$ cat src/rtl/order_store_buf.sv
module order_store_buf #(
  parameter int DEPTH = 4,
  parameter int AW = 4,
  parameter int DW = 8
) (
  input  logic          clk,
  input  logic          rst_n,
  input  logic [1:0]    mode,
  input  logic          flush,
  input  logic          req_valid,
  input  logic          req_is_store,
  input  logic [AW-1:0] req_addr,
  input  logic [DW-1:0] req_wdata,
  output logic          req_ready,
  output logic          rsp_valid,
  output logic [DW-1:0] rsp_data,
  output logic          mem_valid,
  output logic          mem_we,
  output logic [AW-1:0] mem_addr,
  output logic [DW-1:0] mem_wdata,
  input  logic [DW-1:0] mem_rdata,
  output logic          drained
);
  localparam int IW = (DEPTH > 1) ? $clog2(DEPTH) : 1;

  logic [DEPTH-1:0] vld;
  logic [AW-1:0]    addr_q  [DEPTH];
  logic [DW-1:0]    data_q  [DEPTH];
  logic [DEPTH-1:0] older_q [DEPTH];
  logic             flushing_q, rsp_valid_q, rsp_fwd_q;
  logic [DW-1:0]    fwd_q;

  logic [DEPTH-1:0] hit, elig, dmask;
  logic [DW-1:0]    fwd_d;
  logic [IW-1:0]    didx, fidx;
  logic             have_d;

  wire relaxed  = (mode != 2'd0);
  wire slot_ord = mode[1];
  wire empty    = ~|vld;
  wire full     = &vld;
  wire is_ld    = req_valid & ~req_is_store;
  wire is_st    = req_valid & req_is_store;

  always_comb begin
    logic blocked, oldest, yh;
    hit = '0; elig = '0; fwd_d = '0; didx = '0; fidx = '0; have_d = 1'b0;
    blocked = 1'b0; oldest = 1'b0; yh = 1'b0;
    for (int i = 0; i < DEPTH; i++) hit[i] = vld[i] && (addr_q[i] == req_addr);
    for (int i = 0; i < DEPTH; i++) begin
      blocked = 1'b0;
      oldest  = vld[i];
      for (int j = 0; j < DEPTH; j++)
        if (vld[j] && older_q[i][j]) begin
          oldest = 1'b0;
          if (addr_q[j] == addr_q[i]) blocked = 1'b1;
        end
      elig[i] = slot_ord ? (vld[i] && !blocked) : oldest;
    end
    for (int i = 0; i < DEPTH; i++) begin
      yh = 1'b0;
      for (int j = 0; j < DEPTH; j++)
        if (hit[j] && older_q[j][i]) yh = 1'b1;
      if (hit[i] && !yh) fwd_d = data_q[i];
    end
    for (int i = DEPTH - 1; i >= 0; i--) begin
      if (elig[i]) begin have_d = 1'b1; didx = IW'(i); end
      if (!vld[i]) fidx = IW'(i);
    end
  end

  wire load_fwd   = is_ld & relaxed & (|hit);
  wire load_mem   = is_ld & (relaxed ? ~(|hit) : empty);
  wire want_drain = ~empty & (full | flushing_q | (is_ld & ~relaxed));
  wire do_drain   = want_drain & ~load_mem & have_d;
  wire st_ok      = is_st & ~full & ~flushing_q;

  assign dmask     = do_drain ? (DEPTH'(1) << didx) : '0;
  assign req_ready = req_is_store ? (~full & ~flushing_q) : (relaxed | empty);
  assign mem_valid = load_mem | do_drain;
  assign mem_we    = ~load_mem;
  assign mem_addr  = load_mem ? req_addr : addr_q[didx];
  assign mem_wdata = data_q[didx];
  assign rsp_valid = rsp_valid_q;
  assign rsp_data  = rsp_fwd_q ? fwd_q : mem_rdata;
  assign drained   = empty;

  always_ff @(posedge clk or negedge rst_n) begin
    if (!rst_n) begin
      vld <= '0;
      flushing_q <= 1'b0;
      rsp_valid_q <= 1'b0;
      rsp_fwd_q <= 1'b0;
      fwd_q <= '0;
      for (int i = 0; i < DEPTH; i++) begin
        older_q[i] <= '0;
        addr_q[i] <= '0;
        data_q[i] <= '0;
      end
    end else begin
      rsp_valid_q <= load_fwd | load_mem;
      rsp_fwd_q   <= load_fwd;
      if (load_fwd) fwd_q <= fwd_d;
      if (flush && !empty) flushing_q <= 1'b1;
      else if (empty) flushing_q <= 1'b0;
      if (do_drain) vld[didx] <= 1'b0;
      if (st_ok) begin
        vld[fidx]     <= 1'b1;
        addr_q[fidx]  <= req_addr;
        data_q[fidx]  <= req_wdata;
        older_q[fidx] <= vld & ~dmask;
        for (int i = 0; i < DEPTH; i++)
          if (IW'(i) != fidx) older_q[i][fidx] <= 1'b0;
      end
    end
  end
endmodule

$ cat config.mk
export PLATFORM = sky130hd
export DESIGN_NAME = order_store_buf
export DESIGN_NICKNAME = d
export VERILOG_FILES = /design/src/rtl/order_store_buf.sv
export SDC_FILE = /design/constraint.sdc
export NUM_CORES = 1
export LEC_CHECK = 0
export BUFFER_PORTS_ARGS = -buffer_cell sky130_fd_sc_hd__buf_2
export CORE_MARGIN = 3
export CORE_UTILIZATION = 52
export CTS_CLUSTER_DIAMETER = 150
export CTS_CLUSTER_SIZE = 25
export DETAILED_ROUTE_END_ITERATION = 10
export PLACE_DENSITY = 0.77
export SETUP_SLACK_MARGIN = 0.5
export SLEW_MARGIN = 20
export SYNTH_ARGS = -nofsm -noshare
export SYNTH_HDL_FRONTEND = slang
export SYNTH_SLANG_ARGS = --single-unit
$ cat constraint.sdc
create_clock -name clk -period 3.05 [get_ports clk]
set_input_delay 0.1525 -clock clk [delete_from_list [all_inputs] [get_ports clk]]
set_output_delay 0.1525 -clock clk [all_outputs]
set_load 0.005 [all_outputs]
# After elaboration in Yosys (flattened, before gate mapping)
# Cells that the tools add are included.
dict set report word_totals {
  register_bits 79
  word_cells 252
  in_bits 27
}
dict set report op_classes {
  magnitude_cmp 7
  eq_ne 20
  reduce_logical 62
  bitwise_logic 35
  shift 1
  muxes 110
}
# op n
set ops {}
lappend ops {{two-way mux 1 bit} 74}
lappend ops {{equality test 4 bit} 16}
lappend ops {{two-way mux 8 bit} 8}
lappend ops {{logical AND 1 bit} 48}
lappend ops {{two-way mux 4 bit} 11}
lappend ops {{bitwise mux 16 bit} 2}
lappend ops {{bitwise mux 32 bit} 1}
lappend ops {{bitwise AND 4 bit} 6}
lappend ops {{binary-select mux 8 bit (select 2 bit)} 1}
lappend ops {{demux 8 bit (select 2 bit)} 1}
lappend ops {{two-way mux 2 bit} 8}
lappend ops {{bitwise AND 1 bit} 12}
lappend ops {{inverter 4 bit} 3}
lappend ops {{zero test 1 bit} 9}
lappend ops {{binary-select mux 4 bit (select 2 bit)} 1}
lappend ops {{demux 4 bit (select 2 bit)} 1}
lappend ops {{OR reduction 4 bit} 2}
lappend ops {{>= comparator 3 bit, second input constant} 2}
lappend ops {{less-than comparator 2 x 3 -> 1 bit, second input constant} 2}
lappend ops {{inverter 1 bit} 6}
lappend ops {{inverter 2 -> 3 bit} 2}
lappend ops {{bitwise OR 1 bit} 5}
lappend ops {{demux 1 bit (select 2 bit)} 2}
lappend ops {{>= comparator 2 x 1 -> 1 bit, second input constant} 2}
lappend ops {{8 further kinds} 10}

# Longest topological paths before layout
dict set report depth {
  depth_word 24
  ltp_mapped 9
  mapped_depth_nobuf 7
}

# Worst setup path after synthesis
# OpenSTA, ideal clock, no wires.
dict set report synth_path {
  kind {register -> output}
  from {register addr_q[9] (netlist bit)}
  to {output mem_addr[1]}
  path_buffers 2
  path_stages_with_launch 10
  t_arrival_ps 2219
  setup_slack_ps 678
  path_cell_list {dfrtp_1 buf_6 xor2_1 or4_4 nor3_2 o31ai_2 nor4_4 buf_6 a222oi_1 a31oi_1}
}
dict set report synth_via {
  elab_chain_cells 18
}
# item line_no
set synth_rtl {}
lappend synth_rtl {{from (decl)} 27} ;# logic [AW-1:0] addr_q [DEPTH];
lappend synth_rtl {{from (signal, indexed assignment)} 109} ;# addr_q[fidx] <= req_addr;
lappend synth_rtl {{equality test 4 bit} 56} ;# if (addr_q[j] == addr_q[i]) blocked = 1'b1;
lappend synth_rtl {{two-way mux 1 bit} 56}
lappend synth_rtl {{two-way mux 1 bit} 54} ;# if (vld[j] && older_q[i][j]) begin
lappend synth_rtl {{two-way mux 1 bit (on tied branches)} {56, 54}}
lappend synth_rtl {{two-way mux 1 bit (on tied branches)} {54, 56}}
lappend synth_rtl {{two-way mux 1 bit} 54}
lappend synth_rtl {{zero test 1 bit / two-way mux 1 bit (equally long branches)} {58, 56}}
lappend synth_rtl {{logical AND 1 bit / two-way mux 1 bit (equally long branches)} {58, 54}}
lappend synth_rtl {{two-way mux 1 bit / zero test 1 bit (equally long branches)} 58} ;# elig[i] = slot_ord ? (vld[i] && !blocked) : oldest;
lappend synth_rtl {{two-way mux 2 bit / logical AND 1 bit (equally long branches)} {67, 58}}
lappend synth_rtl {{two-way mux 2 bit / two-way mux 1 bit (equally long branches)} {67, 58}}
lappend synth_rtl {{two-way mux 2 bit (2 in a row)} 67} ;# if (elig[i]) begin have_d = 1'b1; didx = IW'(i); end
lappend synth_rtl {{inverter 2 -> 3 bit (implied by the code)} 82} ;# assign mem_addr = load_mem ? req_addr : addr_q[didx];
lappend synth_rtl {{binary-select mux 4 bit (select 2 bit)} 82}
lappend synth_rtl {{two-way mux 4 bit (implied by the code) (2 in a row)} 82}
lappend synth_rtl {{two-way mux 4 bit (*)} 82}
lappend synth_rtl {{to (decl)} 19} ;# output logic [AW-1:0] mem_addr,
# Every way passes the cells marked *; elsewhere a longest branch is shown, timed or not. The select of a mux whose other input is x is not followed.

# Worst setup path in the final report
dict set report layout_path {
  from {register addr_q[10] (netlist bit)}
  to {output mem_addr[3]}
}
# Same word-level chain as after synthesis.

==> results by group <==
Setup path
  • Critical path's slowest cell: dfrtp_2
  • Arrival time worst endpoint: 2860 ps
  • Critical Path Start Type: flop
  • CP Buf/Inv Count: 4
  • Critical Path Start: addr_q[10]
  • Worst endpoint required time: 2900 ps
  • Worst Path Class, Setup: reg -> out
  • CP Cell Sequence: buf_6 -> xor2_2 -> or4_4 -> nor3_4 -> o31ai_4 -> buf_12 -> nor4_4 -> buf_4 -> a222oi_1 -> a31oi_1 -> buf_2
  • Worst Reg-to-Reg Cells: 12
  • WP depth: 11
  • Critical path's top delay family: simple AND/OR/NAND/NOR gates
  • Worst-path maximum fanout: 6
  • Slowest cell delay on critical path: 460 ps
  • Critical path capture point type: output port
  • RR Startpoint: addr_q[10]

Layout
  • Fin cells: 664
  • Fraction of layout cells with a size suffix above 1: 39.9%
  • Fill cell count: 648
  • Synth-to-Final Area Change: 23.0%
  • Ant. Diodes: 0
  • Total Nets Final: 581
  • Core Util, Final: 67.7%

Clock tree
  • Maximum root-to-sink buffer count: 2
  • CTS tree: built
  • CTS clock-pin slew for the worst setup and hold paths: 90 ps
  • Clk_lat worst skew: 360 ps
  • Htree depth: 3
  • TritonCTS Buffers: 9
  • Sink Count: 79
  • Root Buffer: clkbuf_8

Detailed routing
  • DRC: 0
  • Drt pass-1 iters: 9
  • Wire length on met2: 6.37 mm
  • WL final: 13.8 mm
  • Wire per inst: 20.8 µm
  • DR top layer: met4
  • Drt initial violations: 460
  • Vias: 4216
  • WL met1: 5.66 mm
  • DR vias/cell: 6.35
  • Final ANT Viol Nets: 0
  • Met3 Wirelength: 1.42 mm

Synth
  • Top_reg_cell synth: dfrtp_1
  • Synthesized flop and latch total: 79
  • Syn Inst Count: 475
  • Ys Warns: 0
  • Syn_nets: 502
  • Number of enable flip-flop cells after synthesis: 0
  • Post-synthesis cell area: 4660 µm²
  • Post-synthesis sequential area ratio: 42.4%
  • Post-synth top area cell: dfrtp_1
  • Top cell type's share of synthesized area: 42.4%
  • Area contributors post-synth: dfrtp_1, mux2_2, xor2_1
  • Async set-or-reset flop fraction in the synthesized netlist: 100%
  • Distinct cell type count after synthesis: 53
  • Syn_area_per_cell: 9.81 µm²

Die
  • Initial core utilization: 55.0%
  • DIE HEIGHT: 101 µm
  • Area of the core: 8460 µm²
  • Core Rows: 33
  • Die Wd: 101 µm
  • Ports: 52
  • Die ar.: 10100 µm²

Placed design
  • I/O Buffers: 51
  • Gp weighted congestion: 0.992
  • Place WS: -29.9 ps
  • Post-DP HPWL: 8.97 mm
  • Cell count after placement: 615

Hold path
  • Worst Hold Class: in -> reg
  • Cells on Worst Hold Path: 3
  • Hold Path Origin: flush

STA
  • Slew at the pin closest to its max-slew limit: 994 ps
  • Final TNS setup: 0 ps
  • Unrepaired setup endpoints after global routing: yes
  • Worst relative slew slack: 33.7%
  • Hold Fails Final Rpt: 0
  • Final Cycle Share: 98.8%
  • Fin Hold WS: 6.27 ps
  • Final worst slack: 35.9 ps
  • Setup Viol. Count Final: 0
  • Pins over their slew limit: 0
  • Fmax: 332 MHz
  • Period minus WS final: 3010 ps
  • Post-Route Skew: 9.19 ps

Status
  • Status: finished clean

GRT
  • Vias in the first global route: 4131
  • Antenna violations before repair: 0
  • Remaining Overflow, GRT: 0
  • Largest net degree at the start of global routing: 80
  • First-pass GRT wire length: 21.5 mm
  • Global Route Usage Sum: 27.5%

Run
  • MaxCap Viol Count: 0

Power
  • Worst vdd ir: 0.602 mV
  • Leak: 2.62 nW
  • Power density over cell area: 993 nW/µm²
==> metrics by stage <==
stage          area, µm²  total power [W]
6_report            5730          0.00569
5_1_grt             5730          0.00600
4_1_cts             5590          0.00544
3_5_place_dp        5020          0.00416
3_3_place_gp        5020          0.00409
2_1_floorplan       4660          0.00343
==> worst paths after layout <==
kind / to / slack, ps
worst max-delay path: mem_addr[3] / 40
worst min-delay path: flushing_q / 6
worst max register to register: vld[2] / 460
worst min register to register: data_q[6] / 540
max in group asynchronous: vld[3] / 1840
min in group asynchronous: addr_q[12] / 480
==> layout make-up <==
type	count	area [µm²]	share of cell area [%]
inverters	16	60.1	1.05
well taps	105	131	2.29
flip-flops and latches	79	2000	34.9
repair buffers	107	719	12.5
clock buffers	10	128	2.23
multi-input cells	341	2630	45.9
clock inverters	6	67.6	1.18
==> worst reg2reg max path: cells and delay by family (launching register included) <==
family	cells	cell delay, ps
AOI/OAI and AO/OA	3	320
xor gates and xnor gates	1	140
buffers and inverters	5	680
DFF	1	460
and+or+nand+nor	3	850
==> synth_stat cells, types with 10 or more instances <==
cell type / n
a222oi_1: 12
a31oi_1: 12
buf_2: 17
clkbuf_1: 15
dfrtp_1: 79
inv_1: 16
mux2_2: 49
nand2_1: 51
nor2_1: 34
nor3_1: 10
o21ai_0: 21
xnor2_1: 12
xor2_1: 28
==> logic make-up after synthesis <==
family	Yosys count	share of synthesized area, %
AO/OA/AOI/OAI	101	16.2
XOR/XNOR	40	7.52
AND/OR/NAND/NOR	150	16.2
flip-flops	79	42.4
buffers and inverters	56	5.77
multiplexers	49	11.8
==> sequential cells by signal, indices dropped and copies added, names as in the netlist, named ones only <==
register / cells
flushing_q: 1
fwd_q: 8
addr_q: 16
vld: 4
rsp_fwd_q: 1
older_q: 12
rsp_valid: 1
data_q: 32
==> report_power, final <==
group          internal (W)  switching (W)
Sequential          0.00149       0.000561
Combinational       0.00144        0.00140
Clock              0.000383       0.000412
Total               0.00332        0.00237
==> routing by layer <==
metal | GRT usage, % | vias to the layer above
met4 | 9.43 | 0
li1 | - | 1850
met3 | 4.91 | 50
met2 | 42.8 | 261
met5 | 0 | -
met1 | 38.8 | 2055
==> placed cells by master, fill, tap and decap left out, types with 7 or more instances in the layout <==
| master | n |
|---|---|
| and2_1 | 8 |
| inv_1 | 16 |
| nand3_1 | 9 |
| a31oi_1 | 12 |
| xor2_2 | 9 |
| nand2_1 | 50 |
| dfrtp_1 | 62 |
| dfrtp_2 | 17 |
| buf_4 | 48 |
| a21oi_1 | 7 |
| mux2_2 | 49 |
| xnor2_1 | 12 |
| clkbuf_8 | 9 |
| xor2_1 | 19 |
| nor3b_1 | 8 |
| a222oi_1 | 12 |
| buf_6 | 7 |
| o21ai_0 | 20 |
| buf_2 | 50 |
| o21bai_1 | 8 |
| nor2_1 | 32 |
| o32ai_1 | 8 |
==> what timing repair did <==
action                     in CTS  in global routing
buffers inserted               27                  4
setup endpoints to repair      17                 20
cloned                          0                  1
resized for setup              39                 21
pin swaps                      18                 13
hold buffers                    1                  0
hold endpoints to repair       54                  0
Note: power is estimated with default switching activity, not from simulation.
